[config.mk]
export PLATFORM = sky130hd
export DESIGN_NAME = dm_wb_cache
export DESIGN_NICKNAME = d
export VERILOG_FILES = /design/src/rtl/cache_pkg.sv /design/src/rtl/cache_data_ram.sv /design/src/rtl/cache_tag_store.sv /design/src/rtl/cache_lane_align.sv /design/src/rtl/dm_wb_cache.sv
export SDC_FILE = /design/constraint.sdc
export NUM_CORES = 2
export LEC_CHECK = 0
export ABC_AREA = 0
export BUFFER_PORTS_ARGS = -buffer_cell sky130_fd_sc_hd__buf_2
export CAP_MARGIN = 0
export CORE_MARGIN = 5
export CORE_UTILIZATION = 66
export CTS_CLUSTER_DIAMETER = 120
export CTS_CLUSTER_SIZE = 24
export DETAILED_ROUTE_END_ITERATION = 12
export PLACE_DENSITY_LB_ADDON = 0.25
export SKIP_CTS_REPAIR_TIMING = 1
export SLEW_MARGIN = 10
export SYNTH_ARGS = -nofsm -noshare
export SYNTH_HDL_FRONTEND = slang
export SYNTH_SLANG_ARGS = --single-unit
[constraint.sdc]
create_clock -name clk -period 9.7 [get_ports clk]
set_input_delay 0.97 -clock clk [delete_from_list [all_inputs] [get_ports clk]]
set_output_delay 0.97 -clock clk [all_outputs]
set_load 0.01 [all_outputs]
[src/rtl/cache_pkg.sv]
package cache_pkg;
  typedef enum logic [2:0] {
    ST_IDLE,
    ST_LOOKUP,
    ST_WB,
    ST_FILL,
    ST_SETTLE
  } cache_state_e;
endpackage

[src/rtl/cache_data_ram.sv]
module cache_data_ram #(
  parameter int DEPTH  = 16,
  parameter int IDX_W  = 4,
  parameter int LINE_W = 64
) (
  input  logic              clk,
  input  logic              we,
  input  logic [IDX_W-1:0]  waddr,
  input  logic [LINE_W-1:0] wdata,
  input  logic [IDX_W-1:0]  raddr,
  output logic [LINE_W-1:0] rdata
);
  logic [LINE_W-1:0] mem [DEPTH];

  // simple dual-port, registered read: maps onto block RAM
  always_ff @(posedge clk) begin
    if (we) mem[waddr] <= wdata;
    rdata <= mem[raddr];
  end
endmodule

[src/rtl/cache_tag_store.sv]
module cache_tag_store #(
  parameter int SETS  = 16,
  parameter int IDX_W = 4,
  parameter int TAG_W = 4
) (
  input  logic             clk,
  input  logic             rst,
  input  logic [IDX_W-1:0] rd_idx,
  output logic             rd_valid,
  output logic             rd_dirty,
  output logic [TAG_W-1:0] rd_tag,
  input  logic             fill_en,
  input  logic [IDX_W-1:0] fill_idx,
  input  logic [TAG_W-1:0] fill_tag,
  input  logic             dirty_en,
  input  logic [IDX_W-1:0] dirty_idx
);
  logic [SETS-1:0] valid_q;
  logic [SETS-1:0] dirty_q;
  logic [TAG_W-1:0] tag_q [SETS];

  for (genvar g = 0; g < SETS; g++) begin : g_line
    always_ff @(posedge clk) begin
      if (rst) begin
        valid_q[g] <= 1'b0;
        dirty_q[g] <= 1'b0;
        tag_q[g]   <= '0;
      end else if (fill_en && fill_idx == IDX_W'(g)) begin
        valid_q[g] <= 1'b1;
        dirty_q[g] <= 1'b0;
        tag_q[g]   <= fill_tag;
      end else if (dirty_en && dirty_idx == IDX_W'(g)) begin
        dirty_q[g] <= 1'b1;
      end
    end

    AST_DIRTY_NEEDS_VALID: assert property (@(posedge clk) disable iff (rst)
      dirty_q[g] |-> valid_q[g]);
  end

  assign rd_valid = valid_q[rd_idx];
  assign rd_dirty = dirty_q[rd_idx];
  assign rd_tag   = tag_q[rd_idx];
endmodule

[src/rtl/cache_lane_align.sv]
module cache_lane_align #(
  parameter int BLOCK_BYTES = 8,
  parameter int OFFS_W      = 3,
  parameter int SIZE_W      = 4,
  localparam int LINE_W     = BLOCK_BYTES * 8
) (
  input  logic [LINE_W-1:0] line,
  input  logic [OFFS_W-1:0] offs,
  input  logic [SIZE_W-1:0] size,
  input  logic [LINE_W-1:0] wdata,
  output logic [LINE_W-1:0] rdata,
  output logic [LINE_W-1:0] merged
);
  int o_i;
  int s_i;

  always_comb begin
    o_i    = int'(offs);
    s_i    = int'(size);
    merged = line;
    rdata  = '0;
    for (int b = 0; b < BLOCK_BYTES; b++) begin
      if (b >= o_i && b < o_i + s_i)
        merged[b*8 +: 8] = wdata[(b - o_i)*8 +: 8];
      if (b < s_i && b + o_i < BLOCK_BYTES)
        rdata[b*8 +: 8] = line[(b + o_i)*8 +: 8];
    end
  end
endmodule

[src/rtl/dm_wb_cache.sv]
module dm_wb_cache #(
  parameter int ADDR_W      = 11,
  parameter int SETS        = 16,
  parameter int BLOCK_BYTES = 8,
  localparam int OFFS_W     = $clog2(BLOCK_BYTES),
  localparam int IDX_W      = $clog2(SETS),
  localparam int TAG_W      = ADDR_W - OFFS_W - IDX_W,
  localparam int BLK_W      = ADDR_W - OFFS_W,
  localparam int LINE_W     = BLOCK_BYTES * 8,
  localparam int SIZE_W     = OFFS_W + 1
) (
  input  logic              clk,
  input  logic              rst,
  input  logic              req_valid,
  input  logic              req_write,
  input  logic [ADDR_W-1:0] req_addr,
  input  logic [SIZE_W-1:0] req_size,
  input  logic [LINE_W-1:0] req_wdata,
  output logic              req_done,
  output logic [LINE_W-1:0] req_rdata,
  output logic              mem_req,
  output logic              mem_we,
  output logic [BLK_W-1:0]  mem_addr,
  output logic [LINE_W-1:0] mem_wdata,
  input  logic              mem_ack,
  input  logic [LINE_W-1:0] mem_rdata
);
  import cache_pkg::*;

  cache_state_e state_q;

  logic [OFFS_W-1:0] a_offs;
  logic [IDX_W-1:0]  a_idx;
  logic [TAG_W-1:0]  a_tag;
  assign a_offs = req_addr[OFFS_W-1:0];
  assign a_idx  = req_addr[OFFS_W +: IDX_W];
  assign a_tag  = req_addr[ADDR_W-1 -: TAG_W];

  logic             line_valid, line_dirty;
  logic [TAG_W-1:0] line_tag;
  logic [LINE_W-1:0] line_data;
  logic [LINE_W-1:0] lane_rdata, lane_merged;
  logic hit;
  logic ram_we;
  logic [LINE_W-1:0] ram_wdata;
  logic fill_en, dirty_en;

  assign hit       = line_valid && (line_tag == a_tag);
  assign fill_en   = (state_q == ST_FILL) && mem_ack;
  assign dirty_en  = (state_q == ST_LOOKUP) && hit && req_write;
  assign ram_we    = fill_en || dirty_en;
  assign ram_wdata = fill_en ? mem_rdata : lane_merged;

  cache_tag_store #(.SETS(SETS), .IDX_W(IDX_W), .TAG_W(TAG_W)) u_tags (
    .clk(clk), .rst(rst),
    .rd_idx(a_idx), .rd_valid(line_valid), .rd_dirty(line_dirty), .rd_tag(line_tag),
    .fill_en(fill_en), .fill_idx(a_idx), .fill_tag(a_tag),
    .dirty_en(dirty_en), .dirty_idx(a_idx)
  );

  cache_data_ram #(.DEPTH(SETS), .IDX_W(IDX_W), .LINE_W(LINE_W)) u_data (
    .clk(clk), .we(ram_we), .waddr(a_idx), .wdata(ram_wdata),
    .raddr(a_idx), .rdata(line_data)
  );

  cache_lane_align #(.BLOCK_BYTES(BLOCK_BYTES), .OFFS_W(OFFS_W), .SIZE_W(SIZE_W)) u_lane (
    .line(line_data), .offs(a_offs), .size(req_size), .wdata(req_wdata),
    .rdata(lane_rdata), .merged(lane_merged)
  );

  always_ff @(posedge clk) begin
    if (rst) begin
      state_q   <= ST_IDLE;
      req_done  <= 1'b0;
      req_rdata <= '0;
      mem_req   <= 1'b0;
      mem_we    <= 1'b0;
      mem_addr  <= '0;
      mem_wdata <= '0;
    end else begin
      req_done <= 1'b0;
      unique case (state_q)
        ST_IDLE: begin
          if (req_valid && !req_done) state_q <= ST_LOOKUP;
        end
        ST_LOOKUP: begin
          if (hit) begin
            if (!req_write) req_rdata <= lane_rdata;
            req_done <= 1'b1;
            state_q  <= ST_IDLE;
          end else if (line_valid && line_dirty) begin
            mem_req   <= 1'b1;
            mem_we    <= 1'b1;
            mem_addr  <= {line_tag, a_idx};
            mem_wdata <= line_data;
            state_q   <= ST_WB;
          end else begin
            mem_req  <= 1'b1;
            mem_we   <= 1'b0;
            mem_addr <= {a_tag, a_idx};
            state_q  <= ST_FILL;
          end
        end
        ST_WB: begin
          if (mem_ack) begin
            mem_we   <= 1'b0;
            mem_addr <= {a_tag, a_idx};
            state_q  <= ST_FILL;
          end
        end
        ST_FILL: begin
          if (mem_ack) begin
            mem_req <= 1'b0;
            state_q <= ST_SETTLE;
          end
        end
        ST_SETTLE: state_q <= ST_LOOKUP;
        default:   state_q <= ST_IDLE;
      endcase
    end
  end

  AST_MEM_HOLD: assert property (@(posedge clk) disable iff (rst)
    (mem_req && !mem_ack) |=> (mem_req && $stable(mem_we) && $stable(mem_addr) && $stable(mem_wdata)));
  AST_WB_BEFORE_FILL: assert property (@(posedge clk) disable iff (rst)
    (mem_req && mem_we && mem_ack) |=> (mem_req && !mem_we));
  AST_DONE_PULSE: assert property (@(posedge clk) disable iff (rst)
    req_done |=> !req_done);
  AST_HIT_QUIET: assert property (@(posedge clk) disable iff (rst)
    (state_q == ST_LOOKUP && hit) |=> !mem_req);
  AST_REQ_FITS: assert property (@(posedge clk) disable iff (rst)
    req_valid |-> (req_size != '0 && (int'(a_offs) + int'(req_size)) <= BLOCK_BYTES));
endmodule

==> summary.md <==
| Metric | Value |
|---|---|
| Outcome | `completed` |
| Total power | `10.6 mW` |
| Standard-cell rows | `106` |
| Synth Flop Type | `edfxtp_1` |
| Cell leakage power | `19.9 nW` |
| Measured slew at the worst slew-check pin | `1340 ps` |
| Max Freq | `171 MHz` |
| Setup crit start kind | `primary input` |
| Fin. max-slew vios | `0` |
| Largest net degree at the start of global routing | `102` |
| Initial DRC Count | `5,066` |
| RSZ-0062 raised after global routing | `no` |
| DR vias | `32,900` |
| Starting Density | `0.662` |
| Drt pass-1 iters | `9` |
| Syn nets | `3,389` |
| TritonCTS buffer count | `61` |
| GRT Total Usage | `0.355` |
| Root Buffer | `clkbuf_16` |
| Hold Crit Class | `flip-flop to flip-flop` |
| Via density | `7.23` |
| WP data arrival | `6160 ps` |
| Final #Nets | `3,582` |
| GRT Residual Overflow | `0` |
| Bufs on Longest Clock Path | `3` |
| Max_cap viols | `0` |
| Vias in the first global route | `32,100` |
| Logic gate share of total power | `0.105` |
| Clk pin slew, worst setup/hold paths | `90 ps` |
| Fillers | `4,991` |
| GP Congestion | `0.958` |
| Peak supply drop | `0.190 mV` |
| Synth top area cells | `edfxtp_1 (59%), mux4_2 (16%), dfxtp_1 (8.6%)` |
| Sw frac | `0.245` |
| # DRC | `0` |
| Tcrit/Tclk final | `0.604` |
| Synth cell types | `63` |
| Count leader, synth | `edfxtp_1` |
| Worst skew pair latency | `710 ps` |
| Kind of critical path | `primary input to flip-flop` |
| Worst-case clock skew | `43.5 ps` |
| DR WL/cell | `35.1 µm` |
| Die area | `89,300 µm²` |
| Ports | `287` |
| Netlist Area Pre-Place | `55,100 µm²` |
| Antenna violations before repair | `9` |
| CTS tree | `done` |
| Top post-synthesis cells by count | `edfxtp_1 (1,088), mux4_2 (380), dfxtp_1 (238)` |
| Tmin final | `5860 ps` |
| CTS sink cnt | `1,326` |
| DRT antenna net count | `0` |
| Die Width | `299 µm` |
| Final hold viol count | `0` |
| Sequential share of power | `0.616` |
| Max H-tree Level | `2` |
| Area growth, synth to finish | `7.90%` |
| First-pass GRT wire length | `228,000 µm` |
| Ratio of cells with drive above 1 in the final layout | `0.265` |
| Core Box Area | `83,200 µm²` |
| Post-synth top area cell | `edfxtp_1` |
| Asr flop ratio synth | `0` |
| Port Buffers | `286` |
| Crit-path max FO | `53` |
| Overall die height | `299 µm` |
| Setup_tns | `0 ps` |
| Data required time of the critical path | `10,000 ps` |
| Final setup vio count | `0` |
| Clk pwr share | `0.279` |
| Pint | `8.00 mW` |
| Seq cells post-synth | `1,326` |
| Total power density per cell area | `178 nW/µm²` |
| Switching power | `2.59 mW` |
| Post-DP HPWL | `101,000 µm` |
| Register area share after synthesis | `0.680` |
| Number of synthesized flops with an enable pin | `1,088` |
| Wirelength, routed | `160,000 µm` |
| Ys Warns | `0` |
| Yosys top cell area share | `0.593` |
| Avg Cell Area, Syn | `17.1 µm²` |
| Synth Instances | `3,223` |
| Relative slew slack | `0.104` |
| Worst Setup End Kind | `flip-flop` |
## sequential cells by signal, indices dropped and copies added (netlist names)
| register | count |
|---|---|
| u_data.mem | 1024 |
| mem_wdata | 64 |
| req_rdata | 64 |
| u_data.rdata | 64 |
| u_tags.tag_q | 64 |
| u_tags.dirty_q | 16 |
| u_tags.valid_q | 16 |
| mem_addr | 8 |
| state_q | 3 |
| mem_req | 1 |
| mem_we | 1 |
| req_done | 1 |
## cell type report
type	instances	area, µm²	area share
multi-input combinational	1650	16800	0.282
tap	1080	1350	0.0227
sequential	1326	37400	0.630
clock buffer	112	1740	0.0293
timing repair buffer	357	2010	0.0338
antenna	6	15.0	0.000253
inverter	20	75.1	0.00126
clock inverter	3	56.3	0.000947
## critical path, stage by stage
cell       delay [ps]
buf_6             600
buf_4             880
nor2b_1           230
buf_4             210
a22oi_1           100
nand2_1           240
o2111ai_1         210
nor4_2            270
buf_4             290
o21ai_1           280
nor2_4            840
buf_4             930
## cells by family (layout without fill, tap and decap cells)
logic type,Yosys count,after routing,share of synthesized area
buffers and inverters,247,492,0.0195
muxes,640,640,0.204
other,0,6,0
adders and majority gates,18,18,0.00422
and+or+nand+nor,614,614,0.0514
xor gates and xnor gates,5,5,0.00114
AOI/OAI and AO/OA,373,373,0.0401
DFF,1326,1326,0.680
## routing by layer
| layer | GRT usage | vias to the layer above | share of wire |
|---|---|---|---|
| met2 | 0.530 | 2694 | 0.45 |
| met5 | 0 | - | 0.00029 |
| met4 | 0.122 | 6 | 0.044 |
| met1 | 0.506 | 16700 | 0.35 |
| li1 | - | 13100 | - |
| met3 | 0.116 | 370 | 0.15 |
## cell usage in the layout (no fill, tap or decap), types with 5 or more instances in the layout
cell       synthesis  layout
a211oi_1           6       6
a21o_1            21      21
a21oi_1          122     122
a221oi_1           6       6
a22oi_1            6       6
a31oi_1           36      32
and2_1            58      58
and3_1            17      16
buf_2             52     279
buf_4              4      73
clkbuf_1         131      50
clkbuf_16          0      62
dfxtp_1          238     238
diode_2            0       6
edfxtp_1        1088    1088
ha_1              17      16
inv_1             18      18
mux2_2            65      65
mux2i_1          194     194
mux4_2           380     380
nand2_1          192     192
nand2b_1           8       8
nand3_1           45      44
nand4b_1           8       8
nor2_1           207     191
nor2_4             0      16
nor2b_1            7       7
nor3_1            18      18
o211ai_1          24      24
o21ai_0          105      84
o21ai_1            4      25
o22ai_1           15      15
o31ai_1            6       6
o41ai_1            6       5
or2_2              8       8
or3_1             28      28
or3b_2             8       8
## power groups by stage
| stage | registers [mW] | logic (mW) | clock network, mW |
|---|---|---|---|
| 2_1_floorplan | 6.55 | 0.694 | 0 |
| 3_3_place_gp | 6.64 | 1.02 | 0 |
| 3_5_place_dp | 6.65 | 1.07 | 0 |
| 4_1_cts | 6.52 | 1.07 | 2.97 |
| 5_1_grt | 6.52 | 1.16 | 3.20 |
| 6_report | 6.53 | 1.11 | 2.96 |
## worst paths after layout
check	cells past startpoint	start	slack, ps	end
max reg2reg	9	u_tags.tag_q[12][0]	5070	u_data.mem[4][52]
min reg2reg	2	req_rdata[13]	460	req_rdata[13]
min	2	req_rdata[13]	460	req_rdata[13]
max	12	req_addr[5]	3840	u_data.mem[4][52]
## stage by stage
| stage | cells | hold slack (ps) | utilization | setup slack, ps | area [µm²] |
|---|---|---|---|---|---|
| 4_1_cts | 4548 | 458 | 0.714 | 3920 | 59400 |
| 2_1_floorplan | 3223 | 431 | - | 3650 | 55100 |
| 3_5_place_dp | 4433 | 447 | 0.693 | 3200 | 57600 |
| 3_3_place_gp | 4431 | 438 | 0.693 | 3340 | 57600 |
| 5_1_grt | 4548 | 471 | 0.715 | 3590 | 59400 |
| 6_report | 4554 | 458 | 0.715 | 3840 | 59400 |
(Power assumes the default switching activity.)
